===== config.mk =====
export PLATFORM = sky130hd
export DESIGN_NAME = ewsat_add
export DESIGN_NICKNAME = d
export VERILOG_FILES = /design/src/rtl/ewsat_pkg.sv /design/src/rtl/ewsat_widen.sv /design/src/rtl/ewsat_clamp.sv /design/src/rtl/ewsat_add.sv
export SDC_FILE = /design/constraint.sdc
export NUM_CORES = 1
export LEC_CHECK = 0
export ABC_CLOCK_PERIOD_IN_PS = 1090
export BUFFER_PORTS_ARGS = -buffer_cell sky130_fd_sc_hd__buf_2
export CORE_MARGIN = 2
export CORE_UTILIZATION = 30
export DETAILED_ROUTE_END_ITERATION = 8
export PLACE_DENSITY = 0.45
export SKIP_CTS_REPAIR_TIMING = 1
export SLEW_MARGIN = 15
export SYNTH_ARGS = -nofsm -noshare
export SYNTH_HDL_FRONTEND = slang
export SYNTH_SLANG_ARGS = --single-unit

===== constraint.sdc =====
create_clock -name clk -period 1.09 [get_ports clk]
set_input_delay 0.218 -clock clk [delete_from_list [all_inputs] [get_ports clk]]
set_output_delay 0.218 -clock clk [all_outputs]
set_load 0.05 [all_outputs]

===== src/rtl/ewsat_pkg.sv =====
package ewsat_pkg;

    typedef enum logic [1:0] {
        SAT_OFF = 2'b00,
        SAT_SGN = 2'b01,
        SAT_UNS = 2'b10,
        SAT_RSV = 2'b11
    } sat_mode_e;

    // number of selectable element widths
    localparam int unsigned EW_CNT = 4;

    // width of lane k: the full word halved (EW_CNT-1-k) times
    function automatic int unsigned lane_width(int unsigned data_w, int unsigned k);
        return data_w >> (EW_CNT - 1 - k);
    endfunction

endpackage


===== src/rtl/ewsat_widen.sv =====
module ewsat_widen
    import ewsat_pkg::*;
#(
    parameter  int unsigned DATA_W = 64,
    localparam int unsigned EXT_W  = DATA_W + 2,
    localparam int unsigned SEL_W  = $clog2(EW_CNT)
) (
    input  logic [DATA_W-1:0]       op_i,
    input  logic [SEL_W-1:0]        ew_i,
    input  logic                    signed_i,
    output logic signed [EXT_W-1:0] ext_o
);

    logic [EXT_W-1:0] lane_ext [EW_CNT];

    // one widened copy per element width; the selector picks one
    for (genvar k = 0; k < EW_CNT; k++) begin : g_lane
        localparam int unsigned W = lane_width(DATA_W, k);
        logic fill;
        assign fill        = signed_i & op_i[W-1];
        assign lane_ext[k] = {{(EXT_W-W){fill}}, op_i[W-1:0]};
    end

    assign ext_o = $signed(lane_ext[ew_i]);

endmodule


===== src/rtl/ewsat_clamp.sv =====
module ewsat_clamp
    import ewsat_pkg::*;
#(
    parameter  int unsigned DATA_W = 64,
    localparam int unsigned EXT_W  = DATA_W + 2,
    localparam int unsigned SEL_W  = $clog2(EW_CNT)
) (
    input  logic signed [EXT_W-1:0] sum_i,
    input  logic [SEL_W-1:0]        ew_i,
    input  sat_mode_e               mode_i,
    output logic [DATA_W-1:0]       res_o,
    output logic                    hit_o
);

    logic signed [EXT_W-1:0] smax [EW_CNT];
    logic signed [EXT_W-1:0] smin [EW_CNT];
    logic signed [EXT_W-1:0] umax [EW_CNT];

    // range bounds for each width, laid out at full precision
    for (genvar k = 0; k < EW_CNT; k++) begin : g_bound
        localparam int unsigned W = lane_width(DATA_W, k);
        assign smax[k] = $signed({{(EXT_W-W+1){1'b0}}, {(W-1){1'b1}}});
        assign smin[k] = $signed({{(EXT_W-W+1){1'b1}}, {(W-1){1'b0}}});
        assign umax[k] = $signed({{(EXT_W-W){1'b0}}, {W{1'b1}}});
    end

    logic signed [EXT_W-1:0] smax_sel, smin_sel, umax_sel;
    logic [DATA_W-1:0]       mask;
    logic                    above_s, below_s, above_u, below_u;

    always_comb begin
        smax_sel = smax[ew_i];
        smin_sel = smin[ew_i];
        umax_sel = umax[ew_i];
        mask     = umax_sel[DATA_W-1:0];
        above_s  = sum_i > smax_sel;
        below_s  = sum_i < smin_sel;
        above_u  = sum_i > umax_sel;
        below_u  = sum_i[EXT_W-1];

        res_o = sum_i[DATA_W-1:0] & mask;
        hit_o = 1'b0;
        case (mode_i)
            SAT_SGN: begin
                if (above_s) begin
                    res_o = smax_sel[DATA_W-1:0];
                    hit_o = 1'b1;
                end else if (below_s) begin
                    res_o = smin_sel[DATA_W-1:0] & mask;
                    hit_o = 1'b1;
                end
            end
            SAT_UNS: begin
                if (below_u) begin
                    res_o = '0;
                    hit_o = 1'b1;
                end else if (above_u) begin
                    res_o = mask;
                    hit_o = 1'b1;
                end
            end
            default: ;
        endcase
    end

    always_comb begin
        AST_UNS_NEG_TO_ZERO: assert (!(mode_i == SAT_UNS && sum_i < 0) || (res_o == '0 && hit_o));
        AST_OFF_NEVER_HITS: assert (!(mode_i == SAT_OFF || mode_i == SAT_RSV) || !hit_o);
    end

endmodule


===== src/rtl/ewsat_add.sv =====
module ewsat_add
    import ewsat_pkg::*;
#(
    parameter  int unsigned DATA_W = 64,
    localparam int unsigned EXT_W  = DATA_W + 2,
    localparam int unsigned SEL_W  = $clog2(EW_CNT)
) (
    input  logic              clk,
    input  logic              rst_n,
    input  logic              in_valid,
    input  logic [DATA_W-1:0] op_a,
    input  logic [DATA_W-1:0] op_b,
    input  logic [SEL_W-1:0]  ew_sel,
    input  logic              in_signed,
    input  logic [1:0]        sat_mode,
    input  logic              flag_clr,
    output logic              out_valid,
    output logic [DATA_W-1:0] result,
    output logic              sum_ovf
);

    typedef struct packed {
        logic              vld;
        logic              ovf;
        logic [DATA_W-1:0] res;
    } state_t;

    state_t state_d, state_q;

    logic signed [EXT_W-1:0] a_ext, b_ext, sum_ext;
    logic [DATA_W-1:0]       clamp_res;
    logic                    clamp_hit;
    sat_mode_e               mode;

    assign mode = sat_mode_e'(sat_mode);

    ewsat_widen #(.DATA_W(DATA_W)) u_widen_a (
        .op_i     (op_a),
        .ew_i     (ew_sel),
        .signed_i (in_signed),
        .ext_o    (a_ext)
    );

    ewsat_widen #(.DATA_W(DATA_W)) u_widen_b (
        .op_i     (op_b),
        .ew_i     (ew_sel),
        .signed_i (in_signed),
        .ext_o    (b_ext)
    );

    // exact sum: two extra bits hold every signed or unsigned pair
    assign sum_ext = a_ext + b_ext;

    ewsat_clamp #(.DATA_W(DATA_W)) u_clamp (
        .sum_i  (sum_ext),
        .ew_i   (ew_sel),
        .mode_i (mode),
        .res_o  (clamp_res),
        .hit_o  (clamp_hit)
    );

    always_comb begin
        state_d     = state_q;
        state_d.vld = in_valid;
        if (in_valid) begin
            state_d.res = clamp_res;
        end
        state_d.ovf = (state_q.ovf & ~flag_clr) | (in_valid & clamp_hit);
    end

    always_ff @(posedge clk or negedge rst_n) begin
        if (!rst_n) begin
            state_q <= '0;
        end else begin
            state_q <= state_d;
        end
    end

    assign out_valid = state_q.vld;
    assign result    = state_q.res;
    assign sum_ovf   = state_q.ovf;

    AST_VALID_ONE_CYCLE: assert property (@(posedge clk) disable iff (!rst_n)
        in_valid |=> out_valid);
    AST_IDLE_HOLDS: assert property (@(posedge clk) disable iff (!rst_n)
        !in_valid |=> (!out_valid && $stable(result)));
    AST_FLAG_STICKY: assert property (@(posedge clk) disable iff (!rst_n)
        (sum_ovf && !flag_clr) |=> sum_ovf);
    AST_PLAIN_KEEPS_FLAG: assert property (@(posedge clk) disable iff (!rst_n)
        (!flag_clr && (!in_valid || (sat_mode != SAT_SGN && sat_mode != SAT_UNS)))
        |=> $stable(sum_ovf));
    AST_NARROW_UPPER_ZERO: assert property (@(posedge clk) disable iff (!rst_n)
        (out_valid && $past(ew_sel) == '0) |-> (result[DATA_W-1:DATA_W/8] == '0));

endmodule


# ---- Word level (Yosys, flattened, before mapping)
# Index checks and enable logic that the tools add are counted.
dict set report totals {
  reg_bits 66
  inputBits 137
  out_inout_bits 66
}
dict set report op_classes {
  addsub 1
  order_cmp 4
  eq_ne 2
  n_mux 25
  n_bitwise 15
}
# operator count
set ops {}
lappend ops {{$bmux W66 S2} 5}
lappend ops {{$mux W66} 10}
lappend ops {{$mux W64} 4}
lappend ops {{$gt A66 B66 Y1} 2}
lappend ops {{$and A64 B64 Y64} 2}
lappend ops {{$pmux W64 S2} 1}
lappend ops {{$add A66 B66 Y66} 1}
lappend ops {{$lt A66 B66 Y1} 1}
lappend ops {{$and A1 B1 Y1} 10}
lappend ops {{$mux W1} 4}
lappend ops {{$ge A3 B3 Y1 const B} 1}
lappend ops {{$not A2 Y3} 1}
lappend ops {{$eq A2 B1 Y1 const B} 1}
lappend ops {{$eq A2 B2 Y1 const B} 1}
lappend ops {{$pmux W1 S2} 1}
lappend ops {{$not A1 Y1} 1}
lappend ops {{$or A1 B1 Y1} 1}

# ---- Depth between registers and ports, before layout
# Gate-level depths: netlist of run 1.
dict set report depth {
  depth_word 11
  mapped_depth 36
  mapped_depth_nobuf 30
}

# ---- Modules after synthesis
# From an unflattened synthesis of run 1, not the netlist that was laid out.
dict set report hier_totals {
  hier_cells 1571
  hier_area_um2 12341.8
}
# mod instances cells_each area_each_um2 seq_area_each_um2
set by_module_without_submodules {}
lappend by_module_without_submodules {ewsat_add 1 695 6198.4 1651.6}
lappend by_module_without_submodules {ewsat_clamp 1 570 4299.1 0.0}
lappend by_module_without_submodules {ewsat_widen 2 153 922.1 0.0}

# ---- Worst setup path before layout of run 1
# No wires, ideal clock.
dict set report synth_path {
  kind {input to register}
  startpoint {input ew_sel[0]}
  endpoint {register state_q, in the netlist result[10]}
  setup_ns 0.139
  arrival_ns 7.164
  required_time_ns 0.951
  setup_slack_ns -6.213
  cell_stages 32
  cell_sequence {clkbuf_1 -> mux2_2 -> a21oi_1 -> clkbuf_1 -> buf_1 -> a21oi_1 -> ha_1 -> and4_1 -> and2_2 -> nand2_1 -> a31oi_2 -> o31ai_1 -> o21ai_0 -> a211oi_1 -> nor2_1 -> a31o_2 -> a221oi_1 -> o21ai_0 -> xor2_1 -> ha_1 -> nor4_1 -> nand2_1 -> a21oi_1 -> a2111oi_0 -> nand2b_1 -> nor4_1 -> o21ai_0 -> a31o_1 -> o21ai_4 -> mux2_4 -> a211oi_4 -> nor3_2}
}
dict set report synth_between {
  elab_chain_len 9
  elab_cells_between_ends 27
  cone_classes {add/sub: 1; order compare: 3; mux: 20; bitwise: 3}
}
# item line
set synth_rtl {}
lappend synth_rtl {{start: declaration} ewsat_add.sv:13} ;# input logic [SEL_W-1:0] ew_sel,
lappend synth_rtl {{$not A2 Y3 (implied by the code) *} -}
lappend synth_rtl {{$bmux W66 S2} ewsat_widen.sv:24} ;# assign ext_o = $signed(lane_ext[ew_i]);
lappend synth_rtl {{$mux W66 (implied by the code) (2 in series)} ewsat_widen.sv:24}
lappend synth_rtl {{$add A66 B66 Y66} ewsat_add.sv:52} ;# assign sum_ext = a_ext + b_ext;
lappend synth_rtl {{$gt A66 B66 Y1, or another cell as far along} ewsat_clamp.sv:38} ;# above_u = sum_i > umax_sel;
lappend synth_rtl {{$mux W64, on equally long branches} {ewsat_clamp.sv:57, ewsat_clamp.sv:48}}
lappend synth_rtl {{$mux W64, on equally long branches} {ewsat_clamp.sv:54, ewsat_clamp.sv:45}}
lappend synth_rtl {{$pmux W64 S2 *} ewsat_clamp.sv:43} ;# case (mode_i)
lappend synth_rtl {{end signal: assignment} ewsat_add.sv:75} ;# state_q <= state_d;
lappend synth_rtl {{end: declaration} ewsat_add.sv:28} ;# state_t state_d, state_q;
# Mark *: on every way between the ends. The rest lies on a longest branch, timed or not. The select of a mux whose other input is x is not followed.
# A chain may end at the register's enable or synchronous reset.

# ---- Worst setup path in the final report of run 1
dict set report layout_path {
  startpoint {input ew_sel[0]}
  endpoint {register state_q, in the netlist result[22]}
}
# Same word-level chain as after synthesis.

==> results.py, run 1 <==
metrics = {
    "layout": {
        "final_cell_mix": "468 x buf_4, 219 x ha_1, 193 x a21oi_1",
        "fillers": 3947,
        "drive_gt1_share_pct": 43.5,
        "area_growth_pct": 59.7,
        "fin_util_pct": 48.3,
        "layout_commonest_cell": "buf_4",
        "final_cell_area_mm2": 0.0190,
        "fin_nets": 2545,
        "register_area_mm2": 0.00165,
        "multi_input_area_mm2": 0.0102,
    },
    "run_status": {
        "status": "finished with violations",
        "violations": "negative setup slack",
    },
    "synthesis": {
        "synth-xor-area-share_pct": 4.87,
        "synth_cell_type_count": 109,
        "synth_flop_cell": "dfrtp_1",
        "ys_warn_count": 0,
        "syn_avg_cell_area_um2": 7.83,
        "ys_seq_area_share_pct": 13.8,
        "synthAdderAreaFrac_pct": 23.7,
        "synth-async-reset-ratio_pct": 100,
        "ys_seq_elements": 66,
        "syn_area_mm2": 0.0119,
        "synth_nets": 1886,
        "synth_top_family_by_area": "compound AO/OA/AOI/OAI gates",
        "synth-compound-area-share_pct": 30.9,
        "synth-edff-count": 0,
        "synthMuxAreaShare_pct": 0.661,
        "synth-simple-area-share_pct": 18.6,
        "syn-instance-count": 1524,
    },
    "setup_path": {
        "start_kind": "input port",
        "r2r_setup_slack_ps": 220,
        "criticalPathCategory": "input port to flip-flop",
        "crit_required_ps": 1360,
        "crit_family": "compound AO/OA/AOI/OAI gates",
        "max_stage_delay_ps": 350,
        "arrival_ps": 6450,
        "critPathBufInv": 8,
        "cp_max_fo": 8,
        "worst_path_max_delay_cell": "a221oi_4",
        "crit_top_cell": "buf_12",
        "critPathCaptureType": "flip-flop",
    },
    "floorplanning": {
        "die_h_um": 203,
        "dieArea_mm2": 0.0414,
        "core_mm2": 0.0395,
        "placementRows": 73,
        "num_io_pins": 203,
        "initial_utilization_pct": 30.2,
        "fp.dieW_um": 203,
    },
    "timing": {
        "min_period_ps": 6180,
        "setup_viol": 131,
        "hold_slack_ps": 61.2,
        "worst_pin_slew_ps": 711,
        "finClkSkew_ps": 0,
        "relSlewSlack_pct": 52.3,
        "setup_ws_ps": -5090,
        "fin_crit_sh_pct": 567,
        "max_freq_mhz": 162,
        "final.setup.tns_ps": -328890,
        "grt_setup_unrepaired": "yes",
        "maxSlewViolCount": 0,
        "finalHoldViolCount": 0,
    },
    "routing": {
        "drt_pass1_iterations": 7,
        "via_per_inst": 4.88,
        "drc": 0,
        "drt-initial-drc-count": 697,
        "wire_per_inst_um": 16.4,
        "ant_nets": 0,
        "routed-via-count": 13246,
        "wl_um": 44500,
    },
    "global_route": {
        "grt_max_degree": 71,
        "first_global_vias": 12661,
        "grt_first_pass_wirelength_um": 67300,
        "grt_use_total_pct": 20.2,
        "grt.overflow.total": 0,
        "antenna_found_initial": 1,
    },
    "clock_network": {
        "h-tree-depth": 3,
        "cts_buffers": 9,
        "clk_path_buf_depth": 2,
        "cts-root-buf": "clkbuf_16",
        "cts_sinks": 66,
        "clk_pin_slew_ps": 50,
        "cts_tree": "built",
        "worst_skew_pair.late_latency_ps": 350,
    },
    "placement": {
        "place_area_mm2": 0.0170,
        "hpwl_um": 36300,
        "port_buffers": 202,
        "place_congestion": 0.888,
    },
    "pwr": {
        "ir_worst_vdd_mv": 0.550,
        "p_leak_uw": 0.00944,
        "p_per_area_mw_per_mm2": 1450,
        "total_power_uw": 27700,
    },
    "run": {
        "cap_violations": 0,
    },
    "hold_path": {
        "worstHoldPathType": "input port to flip-flop",
    },
}
Yosys cell counts, types with 9 or more instances:
library cell	instances	area, µm²
nor2b_1	17	106
inv_1	121	454
a211oi_1	24	180
nand2b_1	9	56.3
nand4_1	20	125
nand3_1	35	175
o21ai_0	53	265
dfrtp_1	66	1650
ha_1	224	2800
xor2_1	19	166
xnor2_1	41	359
nor3_1	20	100
a21o_1	53	398
a31oi_1	16	100
o31ai_1	11	82.6
o21bai_1	13	97.6
a21oi_1	215	1080
and3_1	10	62.6
o21a_1	15	113
clkbuf_1	39	146
buf_6	11	124
nor2_1	124	465
nand2_1	145	544
a211oi_2	40	500
area by class of cell:
cell class / count / share of cell area, %
Clock inverter: 3 / 0.0920
Multi-Input combinational cell: 1264 / 53.5
Tap cell: 525 / 3.45
Inverter: 123 / 2.44
Antenna cell: 1 / 0.0131
Sequential cell: 66 / 8.68
Timing Repair Buffer: 719 / 30.5
Clock buffer: 11 / 1.27
kinds of logic after synthesis:
kind of cell	after synthesis
buf+inv	194
flops	66
compound gates	527
simple gates	443
fa+ha+maj	225
mux	7
xor+xnor	62
registers in the layout (all words and copies together), names as in the netlist:
name	cells
sum_ovf	1
result	64
out_valid	1
worst paths after layout:
path	to	depth (start not counted)	from
min in group asynchronous	result[58]	2	rst_n
hold reg to reg	result[5]	1	result[5]
max in group asynchronous	result[28]	3	rst_n
hold / removal	sum_ovf	2	flag_clr
setup reg to reg	result[2]	2	result[2]
setup / recovery	result[22]	37	ew_sel[0]
metal layers:
layer	track usage, %	vias to the layer above	share of wire (%)
li1	-	6801	-
met1	30.4	6190	51
met2	31.5	233	45
met3	1.66	22	3.0
met4	3.65	0	0.85
met5	0	-	0
report_power, final:
| group | total (µW) | internal, µW | switching [µW] |
|---|---|---|---|
| registers | 3380 | 2950 | 436 |
| clock network | 2710 | 1570 | 1150 |
| logic | 21600 | 10400 | 11200 |
| total | 27700 | 14900 | 12800 |
through the flow:
step,cells,setup slack [ps]
after floorplan,1524,-5310
after global placement,2628,-5620
after detailed placement,2628,-5660
after CTS,2642,-5320
after global routing,2712,-5430
final,2712,-5090
Note: power is estimated with default switching activity, not from simulation.
==> run 2, diff against run 1 <==
- ABC_CLOCK_PERIOD_IN_PS: 1090 -> 6250
- clock period: 1.09 -> 6.25 ns (I/O delays scaled with it)
==> run 2 against run 1 <==
- the run still ends with negative setup slack left
- worst setup slack improved by 4100 ps
- sequential share of layout area grew 0.64 points
- total power is 83% lower
- critical path type unchanged
- largest cell class unchanged
==> results.py, run 2 (same netlist as run 1, synthesis figures left out) <==
metrics = {
    "routing": {
        "ant_nets": 0,
        "wire_per_inst_um": 16.5,
        "dr_wl_met2_um": 18500,
        "drt_pass1_iterations": 6,
        "wl_um": 42900,
        "drt-met1-wl_um": 22300,
        "routed-via-count": 12823,
        "met3_wirelength_um": 1570,
        "highest_layer": "met4",
        "via_per_inst": 4.92,
        "drc": 0,
        "drt-initial-drc-count": 607,
    },
    "global_route": {
        "grt_first_pass_wirelength_um": 65800,
        "first_global_vias": 12359,
        "grt_max_degree": 71,
        "grt_use_total_pct": 19.8,
        "antenna_found_initial": 2,
        "grt.overflow.total": 0,
    },
    "setup_path": {
        "critPathCaptureType": "flip-flop",
        "max_stage_delay_ps": 380,
        "start_kind": "input port",
        "arrival_ps": 7440,
        "worstRegToRegCells": 2,
        "cp_max_fo": 7,
        "worst_path_max_delay_cell": "and4bb_4",
        "criticalPathCategory": "input port to flip-flop",
        "crit_required_ps": 6460,
        "crit_top_cell": "buf_12",
    },
    "floorplanning": {
        "core_mm2": 0.0395,
        "placementRows": 73,
        "die_h_um": 203,
        "initial_utilization_pct": 30.2,
        "num_io_pins": 203,
        "fp.dieW_um": 203,
        "dieArea_mm2": 0.0414,
    },
    "timing": {
        "setup_ws_ps": -972,
        "setup_viol": 65,
        "relSlewSlack_pct": 39.2,
        "finClkSkew_ps": 0,
        "finalHoldViolCount": 0,
        "max_freq_mhz": 138,
        "maxSlewViolCount": 0,
        "min_period_ps": 7220,
        "grt_setup_unrepaired": "yes",
        "fin_crit_sh_pct": 116,
        "final.setup.tns_ps": -54850,
        "worst_pin_slew_ps": 912,
    },
    "clock_network": {
        "clk_path_buf_depth": 2,
        "cts-root-buf": "clkbuf_16",
        "clk_pin_slew_ps": 60,
        "cts_tree": "built",
        "worst_skew_pair.late_latency_ps": 340,
        "cts_sinks": 66,
        "h-tree-depth": 3,
        "cts_buffers": 9,
    },
    "pwr": {
        "ir_worst_vdd_mv": 0.105,
        "p_clk_share_pct": 12.3,
        "p_leak_uw": 0.00876,
        "total_power_uw": 4590,
        "p_per_area_mw_per_mm2": 259,
        "pwr-share-comb_pct": 75.2,
        "p_seq_share_pct": 12.4,
        "p_int_uw": 2430,
        "p_sw_share_pct": 47.2,
        "power.switching_uw": 2170,
    },
    "layout": {
        "fin_nets": 2437,
        "final_cell_mix": "379 x buf_4, 214 x ha_1, 200 x buf_2",
        "register_area_mm2": 0.00165,
        "final_cell_area_mm2": 0.0177,
        "area_growth_pct": 48.5,
        "largest_reg_flops": 64,
        "layout_commonest_cell": "buf_4",
        "drive_gt1_share_pct": 41.1,
        "fillers": 4068,
        "layout.cells.non_filler": 2606,
        "multi_input_area_mm2": 0.0102,
    },
    "placement": {
        "place_area_mm2": 0.0164,
        "port_buffers": 202,
        "place_congestion": 0.864,
        "placed_cells": 2560,
        "hpwl_um": 35700,
    },
    "hold_path": {
        "worstHoldPathType": "flip-flop to flip-flop",
        "min_path_cells": 1,
    },
    "run": {
        "cap_violations": 0,
    },
    "run_status": {
        "violations": "negative setup slack",
        "status": "finished with violations",
    },
}
-- run 2: cell count changes in the layout (fill, tap and decap cells not counted), sizes merged --
cell / delta
clkinvlp: +1
buf: -103
clkbuf: -5
clkinv: -1
bufinv: +2
dlygate4sd3: -1
inv: +1
-- run 2: worst max-delay path, delay by kind of cell --
| family | cells | cell delay [ps] |
|---|---|---|
| AO/OA/AOI/OAI | 15 | 2470 |
| AND/OR/NAND/NOR | 9 | 1390 |
| buffers and inverters | 5 | 800 |
| adder cells (fa/ha/maj) | 2 | 720 |
| multiplexers | 2 | 610 |
| XOR/XNOR | 1 | 150 |
-- run 2: worst paths after layout --
kind                                 start  slack (ps)    endpoint
worst max-delay path             ew_sel[0]        -970  result[13]
worst min-delay path             result[3]         490   result[3]
min in group asynchronous            rst_n        1090  result[51]
worst max register to register  result[25]        5430  result[25]
max in group asynchronous            rst_n        4530  result[27]
worst min register to register   result[3]         490   result[3]
-- run 2: final cells by class --
type                            instances  share of cell area [%]
Clock buffer                           10                    1.35
Sequential cell                        66                    9.32
Clock inverter                          6                   0.501
Tap cell                              525                    3.71
Antenna cell                            1                  0.0141
Timing Repair Buffer                  611                    24.9
Inverter                              123                    2.63
Multi-Input combinational cell       1264                    57.5
-- run 2: power by group through the flow --
| stage | combinational [µW] | clock (µW) | sequential [µW] |
|---|---|---|---|
| 2_1_floorplan | 1580 | 0 | 865 |
| 3_3_place_gp | 3150 | 0 | 578 |
| 3_5_place_dp | 3170 | 0 | 580 |
| 4_1_cts | 3190 | 584 | 574 |
| 5_1_grt | 3760 | 602 | 581 |
| 6_report | 3460 | 567 | 571 |
-- run 2: through the flow --
step | hold WS [ps] | util, % | setup WS (ps)
finish | 490 | 44.9 | -972
global route | 516 | 44.9 | -1250
CTS | 503 | 42.3 | -1210
detailed placement | 490 | 41.5 | -1550
global placement | 489 | 41.5 | -1490
floorplan | 770 | - | -1180
-- run 2: routing by layer --
layer	vias to the layer above	global-route usage, %
met4	0	3.96
met1	5929	30.3
met3	30	1.89
met2	262	30.0
li1	6602	-
met5	-	0
==> run 3, diff against run 2 <==
- CELL_PAD_IN_SITES_DETAIL_PLACEMENT: not set -> 2
- CELL_PAD_IN_SITES_GLOBAL_PLACEMENT: not set -> 2
- PLACE_DENSITY: 0.45 -> not set
- PLACE_DENSITY_LB_ADDON: not set -> 0.1
==> run 3 against run 2 <==
- the run still ends with negative setup slack left
- cell area rose by 2.6%
- first-iteration DRC count fell by 9.4%
- cell count rose by 1.1%
- die area did not move
- core utilization rose by 1.2 points
- total power rose by 7.6%
- combinational power rose by 9.8%
- clock power rose by 2%
- critical path depth fell by 1
- clock skew did not move
- largest power group unchanged
==> results.py, run 3 (same netlist as run 1, synthesis figures left out) <==
metrics = {
    "clock_network": {
        "cts_sinks": 66,
        "h-tree-depth": 3,
        "cts-root-buf": "clkbuf_16",
        "clk_pin_slew_ps": 60,
        "clk_path_buf_depth": 2,
        "worst_skew_pair.late_latency_ps": 350,
        "cts_tree": "built",
        "cts_buffers": 9,
    },
    "global_route": {
        "antenna_found_initial": 0,
        "grt.busiest_layer": "met2",
        "gr-usage-met3_pct": 1.79,
        "first_global_vias": 14800,
        "grt.overflow.total": 0,
        "grt_use_met2_pct": 41.5,
        "grt_max_degree": 70,
        "grt_first_pass_wirelength_um": 80500,
        "grt_use_met1_pct": 33.7,
        "grt_use_total_pct": 24.3,
    },
    "run_status": {
        "status": "finished with violations",
        "violations": "negative setup slack",
    },
    "setup_path": {
        "arrival_ps": 7980,
        "critPathCaptureType": "flip-flop",
        "crit_required_ps": 6510,
        "crit_top_cell": "buf_12",
        "worstRegToRegCells": 2,
        "max_stage_delay_ps": 430,
        "worst_path_max_delay_cell": "xor2_1",
        "reg2reg_to": "result[28]",
        "regToRegStartpoint": "result[28]",
        "r2r_setup_slack_ps": 5380,
        "cp_max_fo": 8,
        "start_kind": "input port",
        "criticalPathCategory": "input port to flip-flop",
    },
    "pwr": {
        "p_clk_share_pct": 11.7,
        "p_sw_share_pct": 49.1,
        "p_per_area_mw_per_mm2": 272,
        "total_power_uw": 4940,
        "p_seq_share_pct": 11.6,
        "power.switching_uw": 2430,
        "pwr-share-comb_pct": 76.8,
        "ir_worst_vdd_mv": 0.0968,
        "p_leak_uw": 0.00899,
        "p_int_uw": 2520,
    },
    "layout": {
        "final_cell_mix": "396 x buf_4, 212 x ha_1, 201 x buf_2",
        "largest_reg_flops": 64,
        "antenna_cells": 0,
        "fillers": 4512,
        "area_growth_pct": 52.4,
        "layout.cells.non_filler": 2635,
        "layout_commonest_cell": "buf_4",
        "drive_gt1_share_pct": 43.4,
        "fin_nets": 2467,
    },
    "hold_path": {
        "hold_end": "result[6]",
        "worstHoldPathType": "flip-flop to flip-flop",
        "min_path_cells": 1,
        "min_from": "result[6]",
    },
    "placement": {
        "hpwl_um": 43300,
        "placed_cells": 2572,
        "port_buffers": 202,
        "place_congestion": 0.850,
    },
    "timing": {
        "setup_viol": 65,
        "maxSlewViolCount": 0,
        "finalHoldViolCount": 0,
        "max_freq_mhz": 130,
        "worst_pin_slew_ps": 920,
        "min_period_ps": 7710,
        "grt_setup_unrepaired": "yes",
        "setup_ws_ps": -1460,
        "finClkSkew_ps": 0,
        "fin_crit_sh_pct": 123,
        "relSlewSlack_pct": 38.7,
    },
    "floorplanning": {
        "fp.dieW_um": 203,
        "num_io_pins": 203,
        "core_mm2": 0.0395,
        "die_h_um": 203,
        "dieArea_mm2": 0.0414,
        "initial_utilization_pct": 30.2,
        "placementRows": 73,
    },
    "routing": {
        "drc": 0,
        "wire_per_inst_um": 22.0,
        "drt-initial-drc-count": 550,
        "ant_nets": 0,
        "wl_um": 58100,
        "routed-via-count": 13957,
        "drt_pass1_iterations": 5,
        "via_per_inst": 5.30,
    },
    "run": {
        "cap_violations": 0,
    },
}
==> run 3: cell count changes in the layout (fill, tap and decap cells not counted), moves of 6 or more <==
cell,delta
nand2_1,-7
a21oi_1,-6
a211oi_1,-7
buf_4,+17
buf_6,+12
a211oi_2,+6
nand2_2,+7
==> run 3: routing by layer <==
metal,vias to the layer above,share of wire [%]
met1,7046,46
met2,202,50
met4,0,1.6
met3,48,1.9
met5,-,0
li1,6661,-
==> run 3: cell type report <==
type                            instances  area (µm²)  area share [%]
Clock buffer                           10         239            1.31
Clock inverter                          6        88.8           0.489
Inverter                              123         468            2.57
Multi-Input combinational cell       1264       10400            57.1
Sequential cell                        66        1650            9.09
Tap cell                              525         657            3.61
Timing Repair Buffer                  641        4690            25.8
==> run 3: power groups by stage <==
stage          combinational, µW  clock (µW)  sequential (µW)
6_report                    3800         577              571
3_5_place_dp                3320           0              579
2_1_floorplan               1580           0              865
4_1_cts                     3350         588              573
5_1_grt                     4080         604              582
3_3_place_gp                3170           0              577
==> run 3: worst max-delay path by stage <==
stage / endpoint / slack [ps] / depth (start not counted) / from
after global placement: result[59] / -1660 / 34 / ew_sel[0]
after CTS: result[18] / -1450 / 33 / ew_sel[0]
after detailed placement: result[19] / -1800 / 34 / ew_sel[0]
after floorplan: result[10] / -1180 / 32 / ew_sel[0]
after global routing: result[42] / -1720 / 34 / ew_sel[0]
final: result[42] / -1460 / 33 / ew_sel[0]
==> run 3: critical path: cells and delay by family <==
kind	cells	cell delay, ps
XOR/XNOR	1	430
adder cells (fa/ha/maj)	2	730
AND/OR/NAND/NOR	7	1320
AO/OA/AOI/OAI	14	2660
buffers and inverters	8	1240
multiplexers	1	310
==> run 3: stage by stage <==
step | setup TNS (ps) | area (µm²) | setup WS, ps | utilization [%] | hold WS, ps
after CTS | -87290 | 16800 | -1450 | 42.5 | 507
after global routing | -103820 | 18200 | -1720 | 46.1 | 538
after global placement | -103150 | 16400 | -1660 | 41.7 | 479
after floorplan | -62990 | 12200 | -1180 | - | 770
final | -89220 | 18200 | -1460 | 46.1 | 505
after detailed placement | -109590 | 16400 | -1800 | 41.7 | 492
